File: config.mk
export PLATFORM = sky130hd
export DESIGN_NAME = irq_bank_agg
export DESIGN_NICKNAME = d
export VERILOG_FILES = /design/src/rtl/irq_agg_pkg.sv /design/src/rtl/irq_sync.sv /design/src/rtl/irq_bank.sv /design/src/rtl/irq_bank_agg.sv
export SDC_FILE = /design/constraint.sdc
export NUM_CORES = 1
export LEC_CHECK = 0
export BUFFER_PORTS_ARGS = -buffer_cell sky130_fd_sc_hd__buf_2
export CAP_MARGIN = 15
export CORE_MARGIN = 2
export CORE_UTILIZATION = 45
export CTS_CLUSTER_SIZE = 8
export DETAILED_ROUTE_END_ITERATION = 16
export SYNTH_ARGS = -nofsm -noshare
export SYNTH_HDL_FRONTEND = slang
export SYNTH_HIERARCHICAL = 1
export SYNTH_SLANG_ARGS = --single-unit
File: constraint.sdc
create_clock -name clk -period 1.67 [get_ports clk]
set_input_delay 0.334 -clock clk [delete_from_list [all_inputs] [get_ports clk]]
set_output_delay 0.334 -clock clk [all_outputs]
set_load 0.1 [all_outputs]
File: src/rtl/irq_agg_pkg.sv
package irq_agg_pkg;
  typedef enum logic {
    REG_STATUS = 1'b0,
    REG_MASK   = 1'b1
  } reg_kind_e;
endpackage

File: src/rtl/irq_sync.sv
module irq_sync #(
  parameter int W      = 24,
  parameter int STAGES = 2
) (
  input  logic         clk,
  input  logic         rst,
  input  logic [W-1:0] async_in,
  output logic [W-1:0] sync_out
);
  logic [W-1:0] chain [STAGES];

  genvar s;
  generate
    for (s = 0; s < STAGES; s++) begin : g_stage
      always_ff @(posedge clk) begin
        if (rst) chain[s] <= '0;
        else if (s == 0) chain[s] <= async_in;
        else chain[s] <= chain[(s == 0) ? 0 : s-1];
      end
    end
  endgenerate

  assign sync_out = chain[STAGES-1];
endmodule

File: src/rtl/irq_bank.sv
module irq_bank #(
  parameter int   BANK_W    = 8,
  parameter bit   LEVEL_EN  = 1'b0,
  parameter int   LEVEL_BIT = 0
) (
  input  logic              clk,
  input  logic              rst,
  input  logic [BANK_W-1:0] sync_in,
  input  logic              mask_we,
  input  logic [BANK_W-1:0] wdata,
  input  logic              stat_rd,
  output logic [BANK_W-1:0] status,
  output logic [BANK_W-1:0] mask
);
  localparam logic [BANK_W-1:0] LVL_SEL =
    LEVEL_EN ? (BANK_W'(1) << LEVEL_BIT) : '0;

  logic [BANK_W-1:0] prev_q;
  logic [BANK_W-1:0] edge_q;
  logic [BANK_W-1:0] rise_hit;

  // rising edges accepted only while the mask bit is set at that moment
  assign rise_hit = sync_in & ~prev_q & mask & ~LVL_SEL;

  always_ff @(posedge clk) begin
    if (rst) begin
      prev_q <= '0;
      edge_q <= '0;
      mask   <= '0;
    end else begin
      prev_q <= sync_in;
      // a read clears what it returned; a same-cycle capture survives
      edge_q <= (stat_rd ? '0 : edge_q) | rise_hit;
      if (mask_we) mask <= wdata;
    end
  end

  assign status = (edge_q & ~LVL_SEL) | (sync_in & LVL_SEL);
endmodule

File: src/rtl/irq_bank_agg.sv
module irq_bank_agg #(
  parameter int NUM_BANKS   = 3,
  parameter int BANK_W      = 8,
  parameter int ADDR_W      = 3,
  parameter int SYNC_STAGES = 2,
  parameter int LEVEL_SRC   = 0
) (
  input  logic                        clk,
  input  logic                        rst,
  input  logic [NUM_BANKS*BANK_W-1:0] req_in,
  input  logic [ADDR_W-1:0]           bus_addr,
  input  logic                        bus_wr,
  input  logic [BANK_W-1:0]           bus_wdata,
  input  logic                        bus_rd,
  output logic [BANK_W-1:0]           bus_rdata,
  output logic                        irq_out
);
  import irq_agg_pkg::*;

  localparam int NSRC      = NUM_BANKS * BANK_W;
  localparam int LVL_BANK  = LEVEL_SRC / BANK_W;
  localparam int LVL_BIT   = LEVEL_SRC % BANK_W;

  logic [NSRC-1:0] req_sync;
  logic [NSRC-1:0] status_all;
  logic [NSRC-1:0] mask_all;
  logic [NUM_BANKS-1:0] bank_hit;
  reg_kind_e       kind;

  assign kind = reg_kind_e'(bus_addr[0]);

  irq_sync #(.W(NSRC), .STAGES(SYNC_STAGES)) u_sync (
    .clk      (clk),
    .rst      (rst),
    .async_in (req_in),
    .sync_out (req_sync)
  );

  genvar b;
  generate
    for (b = 0; b < NUM_BANKS; b++) begin : g_bank
      assign bank_hit[b] = (bus_addr[ADDR_W-1:1] == (ADDR_W-1)'(b));

      irq_bank #(
        .BANK_W    (BANK_W),
        .LEVEL_EN  (LVL_BANK == b),
        .LEVEL_BIT (LVL_BIT)
      ) u_bank (
        .clk     (clk),
        .rst     (rst),
        .sync_in (req_sync[b*BANK_W +: BANK_W]),
        .mask_we (bus_wr && bank_hit[b] && kind == REG_MASK),
        .wdata   (bus_wdata),
        .stat_rd (bus_rd && bank_hit[b] && kind == REG_STATUS),
        .status  (status_all[b*BANK_W +: BANK_W]),
        .mask    (mask_all[b*BANK_W +: BANK_W])
      );
    end
  endgenerate

  logic [BANK_W-1:0] rd_mux;
  always_comb begin
    rd_mux = '0;
    for (int i = 0; i < NUM_BANKS; i++) begin
      if (bank_hit[i])
        rd_mux = (kind == REG_MASK) ? mask_all[i*BANK_W +: BANK_W]
                                    : status_all[i*BANK_W +: BANK_W];
    end
  end

  always_ff @(posedge clk) begin
    if (rst) begin
      bus_rdata <= '0;
      irq_out   <= 1'b0;
    end else begin
      bus_rdata <= bus_rd ? rd_mux : '0;
      irq_out   <= |(status_all & mask_all);
    end
  end
endmodule


==> results of run 1 <==
## stage by stage
step / hold WS [ns] / worst slack, ns / util / std cells / instance area [um2]
after global routing: 0.000257 / 0.0300 / 0.569 / 611 / 5610
after floorplan: 0.406 / 0.139 / - / 402 / 4610
final: 0.0219 / 0.0686 / 0.569 / 611 / 5610
after global placement: 0.418 / 0.111 / 0.508 / 579 / 5020
after detailed placement: 0.422 / 0.121 / 0.508 / 579 / 5020
after CTS: 0.00431 / 0.0344 / 0.569 / 611 / 5610
## cells in the mapped netlist
| library cell | count |
|---|---|
| dfxtp_1 | 127 |
| nor2b_1 | 63 |
| mux2i_1 | 24 |
| nand2b_1 | 24 |
| nand3b_1 | 23 |
| a22oi_1 | 20 |
| a21oi_2 | 16 |
| nor2_2 | 16 |
| buf_6 | 13 |
| nor2_1 | 13 |
| nor2b_2 | 9 |
| mux2_1 | 8 |
| a21oi_1 | 7 |
| a211oi_1 | 5 |
| a221oi_1 | 5 |
| mux2_2 | 5 |
| buf_2 | 4 |
| nor3_1 | 4 |
| mux4_2 | 3 |
| nand2_1 | 3 |
| nand4_1 | 3 |
| buf_4 | 2 |
| clkbuf_1 | 1 |
| dlymetal6s2s_1 | 1 |
| inv_1 | 1 |
| inv_2 | 1 |
| o31a_1 | 1 |
## placed cells by master, fill, tap and decap left out, types with 4 or more instances in the layout
master      instances
a211oi_1            5
clkinvlp_4          4
buf_2              46
a21oi_1             7
nand2b_1           24
nand3b_1           23
mux2_2              5
nor3_1              4
a221oi_1            5
dfxtp_1           127
nor2_1             13
a22oi_1            20
nor2b_1            63
buf_12              5
buf_4              14
inv_6               5
nor2b_2             9
clkbuf_16          16
nor2_2             16
mux2_1              8
mux2i_1            24
a21oi_2            16
## final timing paths
kind | start | to | depth (start not counted)
max | bus_rdata[1]$_SDFF_PP0_ | bus_rdata[1] | 1
max reg2reg | g_bank[2].u_bank/mask[5]$_SDFFE_PP0P_ | bus_rdata[5]$_SDFF_PP0_ | 3
min reg2reg | u_sync/chain[0][10]$_SDFF_PP0_ | u_sync/chain[1][10]$_SDFF_PP0_ | 1
min | req_in[20] | u_sync/chain[0][20]$_SDFF_PP0_ | 2
## layer usage
layer | up-vias | wire length (um) | track usage
li1 | 1507 | - | -
met1 | 1414 | 4170 | 0.221
met2 | 75 | 4360 | 0.274
met3 | 8 | 471 | 0.0606
met4 | 0 | 118 | 0.0714
met5 | - | 0 | 0
## power groups by stage
stage / sequential (W) / combinational, W / clock (W)
after CTS: 0.00316 / 0.000345 / 0.00373
after detailed placement: 0.00322 / 0.000344 / 0
after global placement: 0.00322 / 0.000340 / 0
after global routing: 0.00317 / 0.000373 / 0.00387
after floorplan: 0.00324 / 0.000210 / 0
final: 0.00316 / 0.000341 / 0.00365
## flip-flops by register name, indices dropped and copies added, names as in the netlist
signal,count
bus_rdata,8
irq_out,1
g_bank.u_bank/edge_q,7
u_sync/chain,48
g_bank.u_bank/status,16
g_bank.u_bank/mask,24
g_bank.u_bank/prev_q,23
## layout make-up
class / count / area, um2 / share of cell area
clock buffers: 17 / 414 / 0.0738
clock inverters: 15 / 183 / 0.0325
inverters: 2 / 7.51 / 0.00134
multi-input cells: 252 / 1860 / 0.332
flip-flops and latches: 127 / 2540 / 0.453
well taps: 133 / 166 / 0.0296
repair buffers: 65 / 435 / 0.0776
## logic make-up (layout without fill, tap and decap cells)
kind of cell,Yosys count,after routing
and+or+nand+nor,158,158
DFF,127,127
AOI/OAI and AO/OA,54,54
muxes,40,40
buffers and inverters,23,99
==> flow_metrics.py, run 1 <==
metrics = {
    "power_and_ir_drop": {
        "power.leakage_nw": 2.10,
        "peakVddDrop_v": 0.00118,
        "power.density_nw_per_um2": 1270,
        "pwr-share-clk": 0.511,
        "power_w": 0.00715,
        "internal_power_w": 0.00557,
        "swShare": 0.222,
        "power.share.sequential": 0.442,
        "power.share.combinational": 0.048,
        "switchingPower_w": 0.00158,
    },
    "detailed_routing": {
        "firstDrtPassIters": 4,
        "antenna_left": 0,
        "drtIter0Drc": 139,
        "drt-wirelength-per-cell_um": 14.9,
        "vias_per_cell": 4.92,
        "via_count": 3004,
        "wl_um": 9120,
        "drcViolationCount": 0,
    },
    "yosys": {
        "syn_area_per_cell_um2": 11.5,
        "synth_cell_types": 27,
        "yosys.area.top_type": "dfxtp_1",
        "synth_area_um2": 4610,
        "ys_ff_latch": 127,
        "muxShareOfSynthArea": 0.0985,
        "synth_cells": 402,
        "synth_fa_ha_area_frac": 0,
        "yosysWarnings": 6,
        "synth_area_leaders": "dfxtp_1 (55%), nor2b_1 (8.5%), mux2i_1 (5.2%)",
        "synth-compound-area-share": 0.0901,
        "synth-xor-area-share": 0,
        "synth_top_area_share": 0.551,
        "syn-num-nets": 441,
        "synth_top_family_by_area": "simple AND/OR/NAND/NOR gates",
        "synth_simple_gate_area_frac": 0.216,
        "ys_seq_area_frac": 0.551,
    },
    "timing": {
        "max_freq_mhz": 624,
        "finalHoldViolCount": 0,
        "finalCritPeriodShare": 0.959,
        "fin_crit_ns": 1.60,
        "slew_headroom": 0.675,
        "drv_slew": 0,
        "tns_ns": 0,
        "max_slew.worst_pin.slew_ns": 0.490,
        "clock_skew_ns": 0.0131,
        "rsz0062_at_grt": "false",
        "report.final.setup_viol": 0,
    },
    "global_routing": {
        "grt-ovfl-total": 0,
        "grt_max_degree": 24,
        "grt_pass1_vias": 2938,
        "grt_pass1_wl_um": 14800,
        "grt_usage": 0.175,
        "antenna_found_initial": 0,
    },
    "outcome": {
        "outcome": "finished clean",
    },
    "setup_path": {
        "crit_type": "reg -> out",
        "path_buf_inv": 1,
        "crit_chain": "buf_2",
        "worstPathArrival_ns": 1.27,
        "rrSetupSlack_ns": 0.45,
        "critPathTopFamily": "buffers and inverters",
        "crit_slowest_cell": "buf_2",
        "critPathRequiredTime_ns": 1.34,
        "startpoint_type": "register",
        "cpPeakStageDelay_ns": 0.43,
        "end_kind": "primary output",
        "crit_fanout": 1,
    },
    "placed_design": {
        "globalplace.congestion": 0.882,
        "post-dp-hpwl_um": 6610,
        "port_buffers": 47,
    },
    "clock_network": {
        "cts_resized": 0,
        "htreeDepth": 4,
        "cts_setup_buffers": 0,
        "cts-root-buf": "clkbuf_8",
        "cts-hold-fix-buffers": 0,
        "worstSkewPairLatency_ns": 0.51,
        "clock-sinks": 127,
        "cts_tree": "done",
        "numCtsBuffers": 17,
        "clock_path_buffers": 2,
        "clkTransAtPathRegs_ns": 0.06,
    },
    "floorplan": {
        "start_util": 0.468,
        "io_pins": 48,
        "row_count": 36,
        "die_w_um": 105,
        "die-area_um2": 11100,
        "die_h_um": 105,
        "core_area_um2": 9860,
    },
    "finish": {
        "drive_gt1_frac": 0.308,
        "diodes": 0,
        "area_growth_pct": 21.7,
        "fillers": 838,
        "nets": 504,
    },
    "job": {
        "drv_cap": 0,
    },
    "min_path": {
        "hp-class": "in -> reg",
    },
}
Note: power is estimated with default switching activity, not from simulation.
==> run 2: changes to the inputs <==
CORE_UTILIZATION = 30   (was 45)
==> run 2 against run 1 <==
- setup slack better by 0.067 ns
- sequential power is essentially flat
- critical path depth did not move
- global-route usage is 4.8 points lower
- non-clock buffer count decreased by 5
- clock power hardly changed
- via count rose by 0.60%
- combinational power decreased by 7.0%
- critical endpoint is now bus_rdata[4]
- largest cell class unchanged
- largest power group unchanged
==> flow_metrics.py, run 2 (same netlist as run 1, synthesis figures left out) <==
metrics = {
    "clock_network": {
        "clkTransAtPathRegs_ns": 0.05,
        "worstSkewPairLatency_ns": 0.41,
        "cts-root-buf": "clkbuf_16",
        "cts_setup_buffers": 0,
        "clock-sinks": 127,
        "cts_resized": 0,
        "htreeDepth": 4,
        "numCtsBuffers": 17,
        "clock_path_buffers": 2,
        "cts-hold-fix-buffers": 0,
        "cts_tree": "done",
    },
    "timing": {
        "clock_skew_ns": 0.00420,
        "finalCritPeriodShare": 0.919,
        "report.final.setup_viol": 0,
        "rsz0062_at_grt": "false",
        "max_freq_mhz": 652,
        "fin_crit_ns": 1.53,
        "drv_slew": 0,
        "tns_ns": 0,
        "finalHoldViolCount": 0,
        "max_slew.worst_pin.slew_ns": 0.499,
        "whs_ns": 0.128,
        "slew_headroom": 0.666,
    },
    "detailed_routing": {
        "drt-wirelength-per-cell_um": 14.6,
        "vias_per_cell": 4.57,
        "wl_um": 9630,
        "via_count": 3022,
        "firstDrtPassIters": 4,
        "drtIter0Drc": 169,
        "antenna_left": 0,
        "drcViolationCount": 0,
    },
    "finish": {
        "area_growth_pct": 21.2,
        "regMostFlops": "u_sync/chain",
        "reg.largest.list": "u_sync/chain (48), g_bank.u_bank/mask (24), g_bank.u_bank/prev_q (23)",
        "diodes": 0,
        "final_cell_mix": "dfxtp_1 (127), nor2b_1 (63), buf_2 (46), nand2b_1 (24), mux2i_1 (24)",
        "final_common_cell": "dfxtp_1",
        "nets": 499,
        "fillers": 1513,
        "fin_area_um2": 5590,
        "stdcell_count": 661,
        "drive_gt1_frac": 0.298,
        "largest_reg_flops": 48,
        "final_core_util": 0.371,
    },
    "power_and_ir_drop": {
        "peakVddDrop_v": 0.000673,
        "power.leakage_nw": 2.06,
        "power.density_nw_per_um2": 1270,
    },
    "setup_path": {
        "worstReg2RegStart": "g_bank[2].u_bank/mask[5]$_SDFFE_PP0P_",
        "critPathTopFamily": "buffers and inverters",
        "crit_slowest_cell": "buf_2",
        "crit_type": "reg -> out",
        "path_buf_inv": 1,
        "crit_start": "bus_rdata[4]$_SDFF_PP0_",
        "critPathRequiredTime_ns": 1.34,
        "end_kind": "primary output",
        "crit_chain": "buf_2",
        "startpoint_type": "register",
        "cpPeakStageDelay_ns": 0.44,
        "worstPathArrival_ns": 1.20,
        "crit_fanout": 1,
    },
    "placed_design": {
        "post-dp-hpwl_um": 6740,
        "placed_area_um2": 5000,
        "globalplace.congestion": 0.839,
        "placed_cells": 629,
        "port_buffers": 47,
    },
    "floorplan": {
        "core_area_um2": 15100,
        "io_pins": 48,
        "die-area_um2": 16400,
        "die_h_um": 128,
        "die_w_um": 128,
        "row_count": 45,
        "start_util": 0.306,
    },
    "global_routing": {
        "met2_usage": 0.195,
        "grtUsageMet3": 0.0459,
        "grt_pass1_wl_um": 15600,
        "use_met1": 0.158,
        "grt_most_used_layer": "met2",
        "grt-ovfl-total": 0,
        "antenna_found_initial": 0,
        "grt_usage": 0.127,
        "grt_max_degree": 83,
        "grt_pass1_vias": 3101,
    },
    "outcome": {
        "outcome": "finished clean",
    },
    "min_path": {
        "hold_start": "req_in[1]",
        "hp-class": "in -> reg",
    },
    "job": {
        "drv_cap": 0,
    },
}
run 2: cell types whose count changed in the layout (fill, tap and decap cells not counted), sizes merged:
cell,before,now
buf,65,60
clkbuf,17,22
clkinv,3,4
bufinv,3,2
inv,7,2
run 2: layer usage:
| metal | share of wire | routed length, um |
|---|---|---|
| met1 | 0.47 | 4500 |
| met2 | 0.46 | 4440 |
| met3 | 0.054 | 518 |
| met4 | 0.019 | 181 |
| met5 | 0 | 0 |
run 2: where the power goes:
part / leakage, nW / switching (W) / internal (W)
Sequential: 1.04 / 0.0000402 / 0.00312
Clock: 0.284 / 0.00128 / 0.00234
Combinational: 0.741 / 0.000180 / 0.000137
Total: 2.06 / 0.00150 / 0.00560
run 2: cell type report:
type | instances | area, um2 | area share
multi-input combinational | 252 | 1860 | 0.333
timing repair buffer | 60 | 348 | 0.0622
clock inverter | 10 | 110 | 0.0197
tap | 188 | 235 | 0.0421
clock buffer | 22 | 484 | 0.0866
inverter | 2 | 7.51 | 0.00134
sequential | 127 | 2540 | 0.455
run 2: through the flow:
| step | worst slack, ns | total power, W |
|---|---|---|
| floorplan | 0.139 | 0.00345 |
| finish | 0.136 | 0.00710 |
| global route | 0.103 | 0.00737 |
| CTS | 0.110 | 0.00720 |
| detailed placement | 0.125 | 0.00355 |
| global placement | 0.139 | 0.00354 |
run 2: path summary, 6_finish.rpt:
path                                   endpoint  slack, ns  cells past startpoint
setup / recovery                   bus_rdata[4]       0.14                      1
hold / removal    u_sync/chain[0][1]$_SDFF_PP0_       0.13                      2
setup reg to reg        bus_rdata[5]$_SDFF_PP0_       0.45                      3
hold reg to reg   u_sync/chain[1][8]$_SDFF_PP0_       0.43                      1
==> run 3: changes to the inputs <==
GPL_TIMING_DRIVEN = 0   (was not set)
SETUP_SLACK_MARGIN = 0.4   (was not set)
==> run 3 against run 2 <==
- final area grew 4.4%
- count of clock-buffer cells in the layout up 1
- fmax grew 23%
- global-route usage rose by 0.82 points
- first-iteration DRC count rose by 46%
- flip-flop and latch count unchanged
- sequential power hardly changed
- utilization is 1.6 points higher
- die area is the same
- non-clock buffer count up 6
- register-to-register slack worse by 0.02 ns
- worst hold slack better by 0.0017 ns
==> flow_metrics.py, run 3 (same netlist as run 1, synthesis figures left out) <==
metrics = {
    "global_routing": {
        "antenna_found_initial": 0,
        "grt-ovfl-total": 0,
        "grt_pass1_wl_um": 16300,
        "grt_pass1_vias": 3095,
        "grt_usage": 0.135,
        "grt_max_degree": 21,
    },
    "placed_design": {
        "globalplace.congestion": 0.879,
        "post-dp-hpwl_um": 7530,
        "placed_area_um2": 5090,
        "port_buffers": 45,
        "placed_cells": 635,
    },
    "setup_path": {
        "rr_worst_depth": 3,
        "startpoint_type": "register",
        "crit_slowest_cell": "dfxtp_2",
        "worstPathArrival_ns": 0.92,
        "rrSetupSlack_ns": 0.43,
        "crit_fanout": 1,
        "critPathTopFamily": "flip-flops",
        "r2r-end": "bus_rdata[1]$_SDFF_PP0_",
        "worstReg2RegStart": "g_bank[2].u_bank/mask[1]$_SDFFE_PP0P_",
        "end_kind": "primary output",
        "crit_type": "reg -> out",
        "cpPeakStageDelay_ns": 0.34,
        "crit_chain": "buf_12",
        "path_buf_inv": 1,
        "critPathRequiredTime_ns": 1.34,
    },
    "min_path": {
        "hold_start": "req_in[14]",
        "hp-class": "in -> reg",
        "min_to": "u_sync/chain[0][14]$_SDFF_PP0_",
        "whs_path_depth": 2,
    },
    "finish": {
        "final_common_cell": "dfxtp_1",
        "stdcell_count": 665,
        "nets": 505,
        "fin_area_um2": 5840,
        "regMostFlops": "u_sync/chain",
        "largest_reg_flops": 48,
        "drive_gt1_frac": 0.342,
        "area_growth_pct": 26.6,
        "diodes": 0,
        "reg.largest.list": "u_sync/chain (48), g_bank.u_bank/mask (24), g_bank.u_bank/prev_q (23)",
        "final_cell_mix": "dfxtp_1 (117), nor2b_1 (63), buf_2 (40), nand2b_1 (24)",
    },
    "clock_network": {
        "clkTransAtPathRegs_ns": 0.05,
        "cts_setup_buffers": 0,
        "cts-root-buf": "clkbuf_16",
        "numCtsBuffers": 17,
        "cts_tree": "done",
        "worstSkewPairLatency_ns": 0.41,
        "htreeDepth": 4,
        "clock-sinks": 127,
        "clock_path_buffers": 2,
    },
    "timing": {
        "tns_ns": 0,
        "finalHoldViolCount": 0,
        "fin_crit_ns": 1.25,
        "max_freq_mhz": 799,
        "finalCritPeriodShare": 0.750,
        "report.final.setup_viol": 0,
        "rsz0062_at_grt": "true",
        "max_slew.worst_pin.slew_ns": 0.470,
        "clock_skew_ns": 0.0203,
        "slew_headroom": 0.685,
        "drv_slew": 0,
    },
    "detailed_routing": {
        "drt-wirelength-per-cell_um": 15.5,
        "wl_um": 10300,
        "via_count": 3074,
        "drcViolationCount": 0,
        "antenna_left": 0,
        "firstDrtPassIters": 5,
        "drtIter0Drc": 246,
        "vias_per_cell": 4.62,
    },
    "outcome": {
        "outcome": "finished clean",
    },
    "floorplan": {
        "die-area_um2": 16400,
        "io_pins": 48,
        "start_util": 0.306,
        "core_area_um2": 15100,
        "die_h_um": 128,
        "row_count": 45,
        "die_w_um": 128,
    },
    "power_and_ir_drop": {
        "peakVddDrop_v": 0.000629,
        "power.density_nw_per_um2": 1200,
        "power.leakage_nw": 2.13,
    },
    "job": {
        "drv_cap": 0,
    },
}
-- run 3: stage by stage --
| step | worst slack, ns | power [W] | hold WS [ns] | util |
|---|---|---|---|---|
| 2_1_floorplan | 0.218 | 0.00345 | 0.406 | - |
| 3_3_place_gp | -0.115 | 0.00357 | 0.420 | 0.338 |
| 3_5_place_dp | -0.0982 | 0.00358 | 0.421 | 0.338 |
| 4_1_cts | 0.351 | 0.00707 | 0.114 | 0.384 |
| 5_1_grt | 0.376 | 0.00726 | 0.120 | 0.387 |
| 6_report | 0.418 | 0.00699 | 0.130 | 0.387 |
-- run 3: how the worst max path moves through the flow --
stage                                                  endpoint  cells past startpoint               startpoint
after detailed placement  g_bank[1].u_bank/status[0]$_SDFF_PP0_                      6              bus_addr[1]
final                                              bus_rdata[4]                      1  bus_rdata[4]$_SDFF_PP0_
after global placement    g_bank[1].u_bank/status[1]$_SDFF_PP0_                      6              bus_addr[1]
after CTS                                          bus_rdata[2]                      1  bus_rdata[2]$_SDFF_PP0_
after global routing                               bus_rdata[7]                      1  bus_rdata[7]$_SDFF_PP0_
after floorplan           g_bank[1].u_bank/mask[0]$_SDFFE_PP0P_                      7              bus_addr[0]
-- run 3: per-layer routing --
metal  vias to the layer above  GRT usage  wire length [um]
li1                       1505          -                 -
met1                      1463      0.168              4760
met2                        87      0.204              4670
met3                        19     0.0563               651
met4                         0     0.0595               223
met5                         -          0                 0
-- run 3: where the power goes --
group / switching, W / internal (W)
clock: 0.00120 / 0.00224
sequential: 0.0000414 / 0.00312
combinational: 0.000203 / 0.000170
-- run 3: cell type report --
class / instances / area, um2
inverters: 2 / 7.51
clock buffers: 23 / 468
repair buffers: 45 / 360
well taps: 188 / 235
plain buffers: 21 / 210
clock inverters: 7 / 87.6
multi-input cells: 252 / 1910
fillers: 1485 / 9250
flip-flops and latches: 127 / 2550
-- run 3: what timing repair did --
action / 4_1_cts / 5_1_grt
setup endpoints to repair: 21 / 48
cloned: 0 / 0
pin swaps: 0 / 1
hold buffers: 0 / 0
resized for setup: 44 / 16
